==> config.mk <==
export PLATFORM = sky130hd
export DESIGN_NAME = coproc_ctl
export DESIGN_NICKNAME = d
export VERILOG_FILES = /design/src/rtl/coproc_ctl_pkg.sv /design/src/rtl/coproc_ctl_regs.sv /design/src/rtl/coproc_ctl_lines.sv /design/src/rtl/coproc_ctl_vec.sv /design/src/rtl/coproc_ctl.sv
export SDC_FILE = /design/constraint.sdc
export NUM_CORES = 1
export LEC_CHECK = 0
export ABC_AREA = 0
export BUFFER_PORTS_ARGS = -buffer_cell sky130_fd_sc_hd__buf_2
export CAP_MARGIN = 20
export CORE_MARGIN = 2
export CORE_UTILIZATION = 44
export DETAILED_ROUTE_END_ITERATION = 16
export GPL_TIMING_DRIVEN = 0
export PLACE_DENSITY = 0.79
export SYNTH_ARGS = -nofsm -noshare
export SYNTH_HDL_FRONTEND = slang
export SYNTH_SLANG_ARGS = --single-unit
==> constraint.sdc <==
create_clock -name clk -period 1.4 [get_ports clk]
set_clock_uncertainty 0.15 [all_clocks]
set_input_delay 0.35 -clock clk [delete_from_list [all_inputs] [get_ports clk]]
set_output_delay 0.35 -clock clk [all_outputs]
set_load 0.02 [all_outputs]
==> src/rtl/coproc_ctl_pkg.sv <==
// Package: shared constants for the coprocessor control word.
// Assumes a word of whole byte lanes; bit positions are fixed by behaviour.
package coproc_ctl_pkg;
    localparam int CTL_W    = 16;
    localparam int LANE_W   = 8;
    localparam int RST_BIT  = 0;   // 1 releases secondary reset
    localparam int HALT_BIT = 1;   // 1 raises halt / bus request
    localparam int IRQ_BIT  = 8;   // pending interrupt request
    localparam int MASK_BIT = 15;  // interrupt enable
endpackage

==> src/rtl/coproc_ctl_regs.sv <==
// Module: byte-lane control storage with hardware clear of the request bit.
// Assumes CTL_W is a multiple of LANE_W; a host write to a lane wins over the clear.
module coproc_ctl_regs
    import coproc_ctl_pkg::*;
#(
    parameter int W      = CTL_W,
    parameter int LW     = LANE_W,
    parameter int LVL_W  = 3,
    parameter int IRQ_LV = 2
) (
    input  logic                clk,
    input  logic                rst_n,
    input  logic                wr,
    input  logic [W/LW-1:0]     be,
    input  logic [W-1:0]        wdata,
    input  logic                ack_valid,
    input  logic [LVL_W-1:0]    ack_level,
    output logic [W-1:0]        word
);
    localparam int NLANES = W / LW;

    logic         ack_hit;
    logic [W-1:0] clr_mask;

    // Decode an acknowledge of the block's own level into a clear mask.
    always_comb begin
        ack_hit  = ack_valid && (ack_level == LVL_W'(IRQ_LV));
        clr_mask = '0;
        clr_mask[IRQ_BIT] = ack_hit;
    end

    for (genvar i = 0; i < NLANES; i++) begin : g_lane
        // One lane: reset to zero, load on enabled write, else apply clear.
        always_ff @(posedge clk) begin
            if (!rst_n)
                word[i*LW +: LW] <= '0;
            else if (wr && be[i])
                word[i*LW +: LW] <= wdata[i*LW +: LW];
            else
                word[i*LW +: LW] <= word[i*LW +: LW] & ~clr_mask[i*LW +: LW];
        end
    end
endmodule

==> src/rtl/coproc_ctl_lines.sv <==
// Module: maps stored control bits onto the secondary processor's lines.
// Assumes the inputs come straight from registers, so outputs are glitch-free.
module coproc_ctl_lines (
    input  logic rst_ctl,
    input  logic halt_ctl,
    input  logic irq_pend,
    input  logic irq_en,
    output logic sub_reset,
    output logic sub_halt,
    output logic sub_irq
);
    // Inverted reset sense; the request is gated by the enable bit.
    always_comb begin
        sub_reset = !rst_ctl;
        sub_halt  = halt_ctl;
        sub_irq   = irq_pend && irq_en;
    end
endmodule

==> src/rtl/coproc_ctl_vec.sv <==
// Module: autovector number for an acknowledge cycle.
// Assumes VEC_BASE is a multiple of VEC_STEP; result is 0 outside acknowledges.
module coproc_ctl_vec #(
    parameter int LVL_W    = 3,
    parameter int VEC_W    = 8,
    parameter int VEC_BASE = 96,
    parameter int VEC_STEP = 4
) (
    input  logic             ack_valid,
    input  logic [LVL_W-1:0] ack_level,
    output logic [VEC_W-1:0] ack_vector
);
    // Compute (base + level*step)/step and present it only during acknowledge.
    always_comb begin
        if (ack_valid)
            ack_vector = VEC_W'((VEC_BASE + int'(ack_level) * VEC_STEP) / VEC_STEP);
        else
            ack_vector = '0;
    end
endmodule

==> src/rtl/coproc_ctl.sv <==
// Module: top of the coprocessor reset / halt / interrupt control word.
// Assumes a single host writer and a single acknowledging secondary processor.
module coproc_ctl
    import coproc_ctl_pkg::*;
#(
    parameter int IRQ_LEVEL = 2,
    parameter int LVL_W     = 3,
    parameter int VEC_W     = 8,
    parameter int VEC_BASE  = 96,
    parameter int VEC_STEP  = 4
) (
    input  logic              clk,
    input  logic              rst_n,
    input  logic              host_wr,
    input  logic [1:0]        host_be,
    input  logic [15:0]       host_wdata,
    output logic [15:0]       host_rdata,
    output logic              sub_reset,
    output logic              sub_halt,
    output logic              sub_irq,
    input  logic              ack_valid,
    input  logic [LVL_W-1:0]  ack_level,
    output logic [VEC_W-1:0]  ack_vector
);
    logic [CTL_W-1:0] word;

    coproc_ctl_regs #(
        .W(CTL_W), .LW(LANE_W), .LVL_W(LVL_W), .IRQ_LV(IRQ_LEVEL)
    ) u_regs (
        .clk(clk), .rst_n(rst_n), .wr(host_wr), .be(host_be),
        .wdata(host_wdata), .ack_valid(ack_valid), .ack_level(ack_level),
        .word(word)
    );

    coproc_ctl_lines u_lines (
        .rst_ctl(word[RST_BIT]), .halt_ctl(word[HALT_BIT]),
        .irq_pend(word[IRQ_BIT]), .irq_en(word[MASK_BIT]),
        .sub_reset(sub_reset), .sub_halt(sub_halt), .sub_irq(sub_irq)
    );

    coproc_ctl_vec #(
        .LVL_W(LVL_W), .VEC_W(VEC_W), .VEC_BASE(VEC_BASE), .VEC_STEP(VEC_STEP)
    ) u_vec (
        .ack_valid(ack_valid), .ack_level(ack_level), .ack_vector(ack_vector)
    );

    // Read path exposes the stored word directly.
    always_comb host_rdata = word;
endmodule

Yosys cells after proc, flatten, opt, wreduce, memory -nomap -nowiden:

Index checks and enable logic that the tools add are counted.

* register bits after elaboration: 16
* bits of input ports: 25
* word-level logic and storage cells: 16

* add/subtract/negate cells: 2
* equality and inequality tests: 1
* muxes and demuxes: 2
* bitwise logic cells: 3
* reduce and logical (&&, ||, !) cells: 6

Operators by type and width (number)
* 8-bit two-way mux: 2
* 7-bit by 5-bit adder with 8-bit output (first input constant): 1
* 8-bit by 1-bit adder with 8-bit output: 1
* 8-bit bitwise AND: 1
* 1-bit inverter with 8-bit output: 1
* 1-bit logical AND: 4
* 3-bit by 2-bit == test with 1-bit output (second input constant): 1
* 2-bit OR reduction: 1
* 1-bit bitwise AND (first input constant): 1
* 1-bit zero test: 1

Logic depth before layout (Yosys ltp):

* word-level depth: 5
* gate-level depth with buffers: 3

Hierarchy:

Synthesis repeated with hierarchy kept, for this count alone.

* cell total of the unflattened synthesis: 84
* area total of the unflattened synthesis: 810.8 µm²

By module, submodules not included
* coproc_ctl_regs: instances 1, cells an instance 72, area an instance 733.2 µm²
* coproc_ctl_vec: instances 1, cells an instance 9, area an instance 60.1 µm²
* coproc_ctl_lines: instances 1, cells an instance 3, area an instance 17.5 µm²

Worst setup path before layout:

OpenSTA, ideal clock, no wires.

* path kind: input-to-reg
* from: input rst_n
* to: register u_regs.word[8]
* library setup time: 0.116 ns
* arrival time: 0.847 ns
* required time: 1.134 ns
* slack: 0.286 ns
* cell stages on the path: 3
* path buffers: 1
* cell sequence: buf_2 > and4_1 > a41o_1

RTL lines
* from (decl): line coproc_ctl.sv:13 `input logic rst_n,`
* to (signal, indexed assignment): line coproc_ctl_regs.sv:38 `word[i*LW +: LW] <= wdata[i*LW +: LW];`
* to (signal, indexed assignment): line coproc_ctl_regs.sv:40 `word[i*LW +: LW] <= word[i*LW +: LW] & ~clr_mask[i*LW +: LW];`
* to (decl): line coproc_ctl_regs.sv:18 `output logic [W-1:0] word`

Final worst setup path:

* from: register u_regs.word[15]
* to: output sub_irq

* longest elaborated chain between the ends: 1

RTL lines
* 1-bit logical AND: line coproc_ctl_lines.sv:16 `sub_irq = irq_pend && irq_en;`
* to (decl): line coproc_ctl.sv:20 `output logic sub_irq,`

No other way between the ends.

==> qor.json <==
{
  "yosys_warnings": 0,
  "fin_cells": 165,
  "syn_area_per_cell_sq_um": 9.564,
  "cts_post_setup_buffers_inserted": 0,
  "period_minus_slack_ns": 1.387,
  "biggest_fanout_along_the_worst_timing_path": 3,
  "placeableCoreArea_sq_um": 1745,
  "report.final.slew_viol_count": 0,
  "p_per_area_nw_per_um2": 865.4,
  "route.antenna.remaining_nets": 0,
  "grt.overflow.total": 0,
  "leakage_uw": 0.0006421,
  "largest-register": "u_regs.word",
  "ir_drop_uv": 578.5,
  "final_common_cell": "sky130_fd_sc_hd__buf_2",
  "kind_of_path_behind_the_tightest_hold_check": "input port to flip-flop",
  "tritoncts": "yes",
  "run_status": "finished clean",
  "number_of_flip_flops_under_the_largest_register_name": 16,
  "cpLargestDelayFamily": "flip-flops",
  "max_cap_viol_count": 0,
  "crit_slowest_cell": "sky130_fd_sc_hd__dfxtp_2",
  "reg.largest.list": "u_regs.word x16",
  "initial_core_utilization": 0.4767,
  "hold_viol_final": 0,
  "globalRouteTotalUtil": 0.1837,
  "power_frac_clock": 0.301,
  "number_of_antenna_violations_at_the_first_check_in_global_routing": 0,
  "final.hold.worst_slack_ns": 0.2039,
  "port_buffers": 47,
  "worstPathRequired_ns": 0.90,
  "power.total_uw": 1022,
  "initialDrtViolationCount": 9,
  "detailroute.via_count": 810,
  "cts_buffers": 3,
  "drc": 0,
  "clock_path_buffers": 2,
  "synth_seq_cells": 16,
  "wire_per_inst_um": 11.57,
  "worst_r2r_startpoint": "u_regs.word[0]$_SDFFE_PN0P_",
  "timing.critical_path.slowest_cell_delay_ns": 0.34,
  "final_critical_path_setup_slack_ns": 0.01302,
  "detail_route.wirelength_um": 1909,
  "clkTransAtPathRegs_ns": 0.10,
  "dp.cells": 161,
  "hp-start": "rst_n",
  "fp.dieH_um": 47.49,
  "dp_worst_slack_ns": 0.1211,
  "numClockSinks": 16,
  "die_outline_width_um": 47.49,
  "rsz0062_at_grt": "yes",
  "holdBufCountCts": 0,
  "grt_max_degree": 11,
  "path_cells": "and2_4 -> buf_6",
  "firstDrtPassIters": 4,
  "ctsRootBufferMaster": "sky130_fd_sc_hd__clkbuf_4",
  "startpoint": "u_regs.word[15]$_SDFFE_PN0P_",
  "io_pins": 52,
  "routed_via_density": 4.909,
  "critical_path.n_buffers_inverters": 1,
  "drive_gt1_frac": 0.5143,
  "switching_share": 0.2688,
  "final_cell_mix": "44 x sky130_fd_sc_hd__buf_2, 15 x sky130_fd_sc_hd__and3_1, 15 x sky130_fd_sc_hd__o21a_1",
  "p_seq_frac": 0.477,
  "die_area_sq_um": 2255,
  "rows": 15,
  "grt_pass1_vias": 714,
  "clkLatencyLatePin_ns": 0.28,
  "synthesis.instances": 87,
  "achievable-frequency_ghz": 0.7210,
  "grt_first_pass_wirelength_um": 2911,
  "synth.cell_area_sq_um": 832.0,
  "critical_path_arrival_ns": 0.89,
  "place.detailed.hpwl_um": 1442,
  "critPathLaunchType": "flip-flop",
  "power_report.internal_total_uw": 747.4,
  "seq_area_frac_synth": 0.3850,
  "power_switching_uw": 274.7,
  "gp_routability_congestion": 0.6840,
  "finalSetupViolCount": 0,
  "utilization_after_layout": 0.6767,
  "pwr-share-comb": 0.223,
  "yosysUniqueCellTypes": 15,
  "crit_type": "flip-flop to output port",
  "min_period_over_period": 0.9907,
  "endpoint_kind": "output port",
  "cts_max_level": 1,
  "n_antenna_cell": 0,
  "flow.area_growth_from_synthesis_pct": 41.95,
  "numnets_final": 166
}
[cell families (layout without fill, tap and decap cells)]
group | after synthesis | after routing | synth area share
AOI/OAI and AO/OA | 31 | 31 | 0.2827
buffers and inverters | 17 | 68 | 0.1564
DFF | 16 | 16 | 0.3850
other | 1 | 3 | 0.004507
and+or+nand+nor | 22 | 22 | 0.1714
[metal layers]
layer  global-route usage  part of all wire
met2               0.3351              0.50
met3              0.02264             0.073
met5                    0                 0
met4              0.08333            0.0052
met1               0.2116              0.42
[layout make-up]
class                      instances  area, sq um
clock buffer                       4        36.28
inverter                           1        3.754
multi-input combinational         56        391.6
buffer                            16        126.4
sequential                        16        325.3
fill                             153        564.3
tap                               25        31.28
timing repair buffer              47        266.5
[path summary, 6_finish.rpt]
kind | to | slack (ns) | cells past startpoint
worst max-delay path | sub_irq | 0.01 | 2
worst min-delay path | u_regs.word[1]$_SDFFE_PN0P_ | 0.20 | 2
worst max register to register | u_regs.word[0]$_SDFFE_PN0P_ | 0.52 | 2
worst min register to register | u_regs.word[8]$_SDFF_PN0_ | 0.36 | 1
[power by group through the flow]
stage          Clock (uW)  Combinational [uW]  Sequential, uW
4_1_cts               314                 222             487
3_3_place_gp            0                 217             496
3_5_place_dp            0                 220             496
6_report              307                 228             487
2_1_floorplan           0                 119             517
5_1_grt               326                 251             490
[metrics by stage]
step | TNS [ns] | instance area (sq um)
finish | 0 | 1181
detailed placement | 0 | 1106
global placement | 0 | 1106
CTS | 0 | 1155
floorplan | 0 | 839.6
global route | -0.02401 | 1181
[cells in the mapped netlist]
library cell                count  area, sq um
sky130_fd_sc_hd__o21a_1        15        112.6
sky130_fd_sc_hd__nand2_1        1        3.750
sky130_fd_sc_hd__and4_1         1        8.760
sky130_fd_sc_hd__a41o_1         1        10.01
sky130_fd_sc_hd__buf_2          2        10.01
sky130_fd_sc_hd__a21boi_1       3        22.52
sky130_fd_sc_hd__buf_4         11        82.58
sky130_fd_sc_hd__nand4bb_1      1        11.26
sky130_fd_sc_hd__and3_1        15        93.84
sky130_fd_sc_hd__conb_1         1        3.750
sky130_fd_sc_hd__a21boi_0      12        90.09
sky130_fd_sc_hd__dfxtp_1       16        320.3
sky130_fd_sc_hd__inv_1          1        3.750
sky130_fd_sc_hd__buf_6          3        33.78
sky130_fd_sc_hd__and2_1         4        25.02
[timing repair]
item                                    in CTS  in global routing
endpoints found under the setup margin       3                  5
pin swaps                                    0                  1
gates resized for setup                      6                  9
No activity file was read; power rests on OpenSTA's default activity.
